$ cat src/rtl/zero_run_automute.sv
module zero_run_automute #(
  parameter int DATA_W  = 24,
  parameter int RUN_LEN = 1024
) (
  input  logic                     clk,
  input  logic                     rst_n,
  input  logic                     det_en,
  input  logic                     smp_vld,
  input  logic signed [DATA_W-1:0] smp_l,
  input  logic signed [DATA_W-1:0] smp_r,
  output logic                     mute,
  output logic signed [DATA_W-1:0] out_l,
  output logic signed [DATA_W-1:0] out_r
);
  localparam int CNT_W = $clog2(RUN_LEN + 1);
  localparam logic [CNT_W-1:0] LAST = CNT_W'(RUN_LEN - 1);
  localparam logic [CNT_W-1:0] FULL = CNT_W'(RUN_LEN);

  logic [CNT_W-1:0] run_cnt;

  wire pair_zero = (smp_l == '0) && (smp_r == '0);
  wire mute_nxt  = det_en && (smp_vld ? (pair_zero && run_cnt >= LAST) : mute);

  always_ff @(posedge clk or negedge rst_n) begin
    if (!rst_n) begin
      run_cnt <= '0;
      mute    <= 1'b0;
      out_l   <= '0;
      out_r   <= '0;
    end else begin
      if (!det_en)
        run_cnt <= '0;
      else if (smp_vld)
        run_cnt <= !pair_zero ? '0 : (run_cnt == FULL ? run_cnt : run_cnt + 1'b1);
      mute <= mute_nxt;
      if (smp_vld) begin
        out_l <= mute_nxt ? '0 : smp_l;
        out_r <= mute_nxt ? '0 : smp_r;
      end
    end
  end
endmodule

$ cat config.mk
export PLATFORM = sky130hd
export DESIGN_NAME = zero_run_automute
export DESIGN_NICKNAME = d
export VERILOG_FILES = /design/src/rtl/zero_run_automute.sv
export SDC_FILE = /design/constraint.sdc
export NUM_CORES = 1
export LEC_CHECK = 0
export BUFFER_PORTS_ARGS = -buffer_cell sky130_fd_sc_hd__buf_2
export CAP_MARGIN = 20
export CORE_ASPECT_RATIO = 1.4
export CORE_UTILIZATION = 45
export CTS_CLUSTER_SIZE = 16
export DETAILED_ROUTE_END_ITERATION = 8
export HOLD_SLACK_MARGIN = 0.15
export PLACE_DENSITY = 0.76
export SLEW_MARGIN = 20
export SYNTH_ARGS = -nofsm -noshare
export SYNTH_HDL_FRONTEND = slang
export SYNTH_SLANG_ARGS = --single-unit
$ cat constraint.sdc
create_clock -name clk -period 4 [get_ports clk]
set_input_delay 0.6 -clock clk [delete_from_list [all_inputs] [get_ports clk]]
set_output_delay 0.6 -clock clk [all_outputs]
set_load 0.01 [all_outputs]
==> run_results.csv, run 1 <==
group,metric,value,unit
drt,remaining_drc_errors,0,
hold_path,hold_class,"in -> async",
global_route,grt_first_pass_wirelength,9360,microns
synth,synth_top_flop_cell,"sky130_fd_sc_hd__dfrtp_1",
placement,placement.setup.worst_slack,1.61,ns
drt,vias,1929,
cts,post-cts-setup-buffer-count,0,
critical_path,critPathRequiredTime,4.20,ns
synth,synth.distinct_cells,36,
cts,tritoncts.num_buffers,9,
critical_path,regToRegSetupSlack,2.43,ns
cts,cts_root_buffer_type,"sky130_fd_sc_hd__clkbuf_8",
power,report.power.total,1.42,mW
finish,final_cells,371,
power,static-leakage-power,1.51,nW
critical_path,startpoint,"smp_vld",
placement,place_area,0.00316,sq mm
drt,drt-total-wl,5610,microns
floorplanning,floorplan.initialDensity,0.470,
power,vdd.ir_drop.worst,0.244,mV
timing,post-route-period-util,0.506,
timing,setup_repair_after_global_routing_missed_its_margin,"no",
critical_path,worst-endpoint-arrival,2.23,ns
placement,hpwl,4200,microns
timing,setup-violations-final,0,
timing,max_freq,494,MHz
timing,timing.max_slew.rel_slack,0.489,
drt,viasPerCell,5.20,
timing,fin_tns_setup,0,ns
critical_path,cp-start-kind,"input port",
finish,final_common_cell,"sky130_fd_sc_hd__buf_2",
power,power_per_cell_area,422,mW/mm^2
synth,synth_seq_area_share,0.578,
synth,synthCells,193,
timing,worst_hold_slack,0.331,ns
synth,yosysTopAreaCell,"sky130_fd_sc_hd__dfrtp_1",
outcome,run_status,"finished, final reports clean",
drt,drt_first_pass_iters,3,
floorplanning,die_height,91.9,microns
cts,cts_tree,"built",
global_route,largest_net_degree_at_the_start_of_global_routing,36,
synth,synth.ff_latch_count,60,
synth,synth_edf_count,0,
cts,postCtsResizedCells,0,
finish,finish.net_count,352,
timing,worst_margin_slew,0.767,ns
synth,syn_area_per_cell,13.5,sq um
finish,syn_to_final_growth,29.3,%
cts,cts.hold.buffers_added,0,
synth,synth-async-reset-ratio,1.00,
critical_path,critical_path.endpoint_type,"register",
cts,cts.reportedPaths.clkPinSlew,0.07,ns
global_route,grt_usage,0.212,
synth,synth_top_area_share,0.578,
finish,layout.core_utilization,0.608,
critical_path,worst-path-max-fanout,32,
timing,hold_viol,0,
placement,dp.cells,355,
critical_path,r2r_start,"run_cnt[0]",
critical_path,crit_type,"in -> reg",
cts,max-clock-path-buffers,2,
floorplanning,pin_count,101,
finish,antennaDiodeCount,0,
global_route,globalRoute.totalOverflow,0,
timing,fin_skew,0.0135,ns
critical_path,worstReg2RegEnd,"run_cnt[2]",
timing,worst_slack,1.98,ns
cts,htree_depth,3,
finish,finish.instance_area,0.00336,sq mm
synth,ys.warnings.count,0,
timing,slew_viol_final,0,
synth,synth_top_cells_by_area,"sky130_fd_sc_hd__dfrtp_1 (58%), sky130_fd_sc_hd__mux2_2 (17%), sky130_fd_sc_hd__mux2_1 (3.9%)",
placement,gp_routability_congestion,0.860,
critical_path,rr_worst_depth,5,
floorplanning,site_rows,32,
global_route,grt_antenna_before_repair,0,
synth,postSynthNetCount,247,
cts,insertion_delay,0.34,ns
floorplanning,coreArea,0.00553,sq mm
cts,clkSinkCount,60,
placement,portBuffers,100,
drt,routed_wire_length_per_instance,15.1,microns
finish,most-common-layout-cells,"sky130_fd_sc_hd__buf_2 (100), sky130_fd_sc_hd__dfrtp_1 (60), sky130_fd_sc_hd__mux2_2 (39)",
run,drv_cap,0,
critical_path,crit_end,"run_cnt[4]",
global_route,grt_pass1_vias,1935,
finish,layout_cell_share_with_drive_strength_beyond_1,0.558,
floorplanning,die-width,66.2,microns
synth,mappedNetlistArea,0.00260,sq mm
drt,starting_drc_count_in_detailed_routing,70,
timing,timing.final.crit_period,2.02,ns
drt,antenna_violating_nets_left,0,
floorplanning,floorplan_die_area,0.00608,sq mm
## critical path: stages
cell and delay [ns]:
sky130_fd_sc_hd__buf_2 0.55, sky130_fd_sc_hd__nand2b_1 0.36, sky130_fd_sc_hd__o41a_1 0.62, sky130_fd_sc_hd__nor2_2 0.08
## kinds of logic (layout without fill, tap and decap cells)
logic type / Yosys count / in the layout / synth area share
compound gates: 14 / 14 / 0.0381
fa+ha+maj: 2 / 2 / 0.00963
flops: 60 / 60 / 0.578
xor+xnor: 5 / 5 / 0.0169
simple gates: 51 / 51 / 0.123
buf+inv: 12 / 122 / 0.0222
mux: 49 / 49 / 0.212
## synthesized netlist by cell type (2+ instances only)
| cell type | count |
|---|---|
| sky130_fd_sc_hd__dfrtp_1 | 60 |
| sky130_fd_sc_hd__mux2_2 | 39 |
| sky130_fd_sc_hd__nor4_1 | 12 |
| sky130_fd_sc_hd__mux2_1 | 9 |
| sky130_fd_sc_hd__nand2_1 | 6 |
| sky130_fd_sc_hd__a21oi_2 | 5 |
| sky130_fd_sc_hd__nand3_1 | 5 |
| sky130_fd_sc_hd__nand4_1 | 5 |
| sky130_fd_sc_hd__nor2_2 | 5 |
| sky130_fd_sc_hd__buf_2 | 4 |
| sky130_fd_sc_hd__inv_1 | 4 |
| sky130_fd_sc_hd__o21ai_1 | 4 |
| sky130_fd_sc_hd__clkbuf_1 | 3 |
| sky130_fd_sc_hd__or3_1 | 3 |
| sky130_fd_sc_hd__xnor2_1 | 3 |
| sky130_fd_sc_hd__ha_1 | 2 |
| sky130_fd_sc_hd__nor2_1 | 2 |
| sky130_fd_sc_hd__nor3_1 | 2 |
| sky130_fd_sc_hd__nor4_2 | 2 |
| sky130_fd_sc_hd__xor2_1 | 2 |
## how the worst min path moves through the flow
stage	end	depth (start not counted)
finish	out_r[19]	1
global route	out_l[23]	1
CTS	out_r[19]	1
detailed placement	out_r[20]	1
global placement	out_r[16]	1
floorplan	mute	0
## metal layers
layer / GRT usage / part of all wire / wire length, microns / up-vias
met1: 0.263 / 0.42 / 2360 / 939
met2: 0.326 / 0.50 / 2800 / 62
met5: 0 / 0 / 0 / -
li1: - / - / - / 918
met3: 0.0659 / 0.053 / 300 / 10
met4: 0.112 / 0.027 / 153 / 0
## sequential cells by signal, indices dropped and copies added, names as in the netlist
register and cells:
run_cnt 11, out_r 24, mute 1, out_l 24
## area by class of cell
cell class,count,area [sq um]
inverters,4,15.0
flip-flops and latches,60,1500
repair buffers,102,515
multi-input cells,121,1040
clock buffers,12,155
fillers,455,2170
clock inverters,4,47.5
well taps,68,85.1
## power by group
part / switching (mW) / internal, mW / leakage, nW
sequential: 0.0221 / 0.655 / 0.729
combinational: 0.0971 / 0.0950 / 0.681
clock: 0.230 / 0.320 / 0.102
Note: power is estimated with default switching activity, not from simulation.
==> inputs of run 2 (changes only) <==
--- a/config.mk
+++ b/config.mk
@@ -8,11 +8,11 @@
 export BUFFER_PORTS_ARGS = -buffer_cell sky130_fd_sc_hd__buf_2
 export CAP_MARGIN = 20
 export CORE_ASPECT_RATIO = 1.4
-export CORE_UTILIZATION = 45
+export CORE_UTILIZATION = 44
 export CTS_CLUSTER_SIZE = 16
 export DETAILED_ROUTE_END_ITERATION = 8
 export HOLD_SLACK_MARGIN = 0.15
-export PLACE_DENSITY = 0.76
+export PLACE_DENSITY = 0.77
 export SLEW_MARGIN = 20
 export SYNTH_ARGS = -nofsm -noshare
 export SYNTH_HDL_FRONTEND = slang
==> constraint.sdc (replaced) <==
create_clock -name clk -period 1.8 [get_ports clk]
set_input_delay 0.27 -clock clk [delete_from_list [all_inputs] [get_ports clk]]
set_output_delay 0.27 -clock clk [all_outputs]
set_load 0.01 [all_outputs]
==> run_results.csv, run 2 (same netlist as run 1, synthesis figures left out) <==
group,metric,value,unit
timing,worst_margin_slew,0.469,ns
critical_path,cp-start-kind,"register",
cts,insertion_delay,0.33,ns
placement,dp.cells,358,
finish,layout_cell_share_with_drive_strength_beyond_1,0.557,
timing,worst_slack,0.254,ns
timing,setup-violations-final,0,
placement,placement.setup.worst_slack,-0.00931,ns
cts,postCtsResizedCells,0,
hold_path,hold_class,"in -> reg",
critical_path,worst-path-max-fanout,7,
power,static-leakage-power,1.52,nW
global_route,grt_pass1_vias,1897,
power,power.switching,0.762,mW
drt,drt_first_pass_iters,4,
critical_path,critPathRequiredTime,2.06,ns
cts,post-cts-setup-buffer-count,0,
finish,final_cells,375,
power,share_seq_of_total_power,0.506,
drt,routed_wire_length_per_instance,14.4,microns
power,vdd.ir_drop.worst,0.494,mV
drt,viasPerCell,5.20,
critical_path,critical_path.endpoint_type,"register",
drt,drt-total-wl,5400,microns
global_route,grt_first_pass_wirelength,8840,microns
timing,timing.final.crit_period,1.55,ns
cts,tritoncts.num_buffers,9,
timing,setup_repair_after_global_routing_missed_its_margin,"no",
finish,reg.largest.list,"out_l x24, out_r x24, run_cnt x11",
finish,antennaDiodeCount,0,
cts,htree_depth,3,
finish,finish.net_count,356,
cts,clkSinkCount,60,
floorplanning,die_height,92.9,microns
timing,max_freq,647,MHz
floorplanning,floorplan_die_area,0.00622,sq mm
placement,hpwl,4060,microns
timing,slew_viol_final,0,
cts,cts.reportedPaths.clkPinSlew,0.06,ns
global_route,grt_usage,0.197,
power,power_per_cell_area,881,mW/mm^2
global_route,grt_antenna_before_repair,0,
drt,vias,1949,
floorplanning,floorplan.initialDensity,0.463,
timing,worst_hold_slack,0.188,ns
critical_path,crit_type,"reg -> reg",
floorplanning,site_rows,32,
floorplanning,coreArea,0.00561,sq mm
finish,most-common-layout-cells,"sky130_fd_sc_hd__buf_2 (100), sky130_fd_sc_hd__dfrtp_1 (60), sky130_fd_sc_hd__mux2_2 (39)",
run,drv_cap,0,
placement,portBuffers,100,
cts,cts_root_buffer_type,"sky130_fd_sc_hd__clkbuf_8",
power,power.share.clock,0.346,
drt,remaining_drc_errors,0,
drt,starting_drc_count_in_detailed_routing,68,
timing,fin_skew,0.00520,ns
power,switching_share,0.257,
floorplanning,die-width,66.9,microns
global_route,globalRoute.totalOverflow,0,
finish,final_common_cell,"sky130_fd_sc_hd__buf_2",
drt,antenna_violating_nets_left,0,
placement,gp_routability_congestion,0.861,
cts,max-clock-path-buffers,2,
timing,post-route-period-util,0.859,
power,internal-power,2.21,mW
power,report.power.total,2.97,mW
timing,hold_viol,0,
floorplanning,pin_count,101,
critical_path,worst-endpoint-arrival,1.80,ns
timing,timing.max_slew.rel_slack,0.687,
power,power_frac_comb,0.148,
finish,syn_to_final_growth,29.8,%
cts,cts_tree,"built",
outcome,run_status,"finished, final reports clean",
global_route,largest_net_degree_at_the_start_of_global_routing,42,
## run 2: per-stage QoR
stage / instance area, sq um / util / setup TNS, ns
3_3_place_gp: 3190 / 0.569 / -0.375
2_1_floorplan: 2600 / - / 0
5_1_grt: 3370 / 0.601 / 0
4_1_cts: 3370 / 0.601 / 0
3_5_place_dp: 3190 / 0.569 / -0.0466
6_report: 3370 / 0.601 / 0
## run 2: what timing repair did
item,4_1_cts,5_1_grt
endpoints found under the hold margin,19,0
endpoints found under the setup margin,0,0
hold buffers,1,0
## run 2: worst paths after layout
path	end	cells past startpoint	from	slack, ns
max	run_cnt[2]	5	run_cnt[0]	0.25
min	out_l[1]	2	smp_l[1]	0.19
max reg2reg	run_cnt[2]	5	run_cnt[0]	0.25
min reg2reg	out_r[17]	1	out_r[17]	0.48
max in group asynchronous	run_cnt[5]	3	rst_n	0.80
min in group asynchronous	out_l[1]	2	rst_n	0.42
## run 2: metal layers
layer,vias up,part of all wire,GRT usage,wire [microns]
met3,7,0.048,0.0567,260
met4,0,0.016,0.0851,85
met2,58,0.52,0.324,2790
met5,-,0,0,0
li1,925,-,-,-
met1,959,0.42,0.234,2270
## run 2: layout make-up
cell class | instances | area [sq um]
Inverter | 4 | 15.0
Multi-Input combinational cell | 121 | 1040
Fill cell | 481 | 2230
Clock inverter | 4 | 25.0
Tap cell | 68 | 85.1
Clock buffer | 12 | 145
Sequential cell | 60 | 1500
Timing Repair Buffer | 106 | 561
## run 2: critical path: stages (launching register included)
cell                       delay, ns
sky130_fd_sc_hd__dfrtp_1        0.45
sky130_fd_sc_hd__inv_1          0.09
sky130_fd_sc_hd__ha_1           0.21
sky130_fd_sc_hd__nand4b_1       0.20
sky130_fd_sc_hd__or3b_1         0.39
sky130_fd_sc_hd__a21oi_2        0.14
## run 2: power groups by stage
stage / Clock, mW / Sequential [mW] / Combinational [mW]
2_1_floorplan: 0 / 1.59 / 0.146
3_3_place_gp: 0 / 1.52 / 0.436
6_report: 1.03 / 1.50 / 0.438
3_5_place_dp: 0 / 1.53 / 0.444
5_1_grt: 1.13 / 1.52 / 0.478
4_1_cts: 1.07 / 1.50 / 0.447
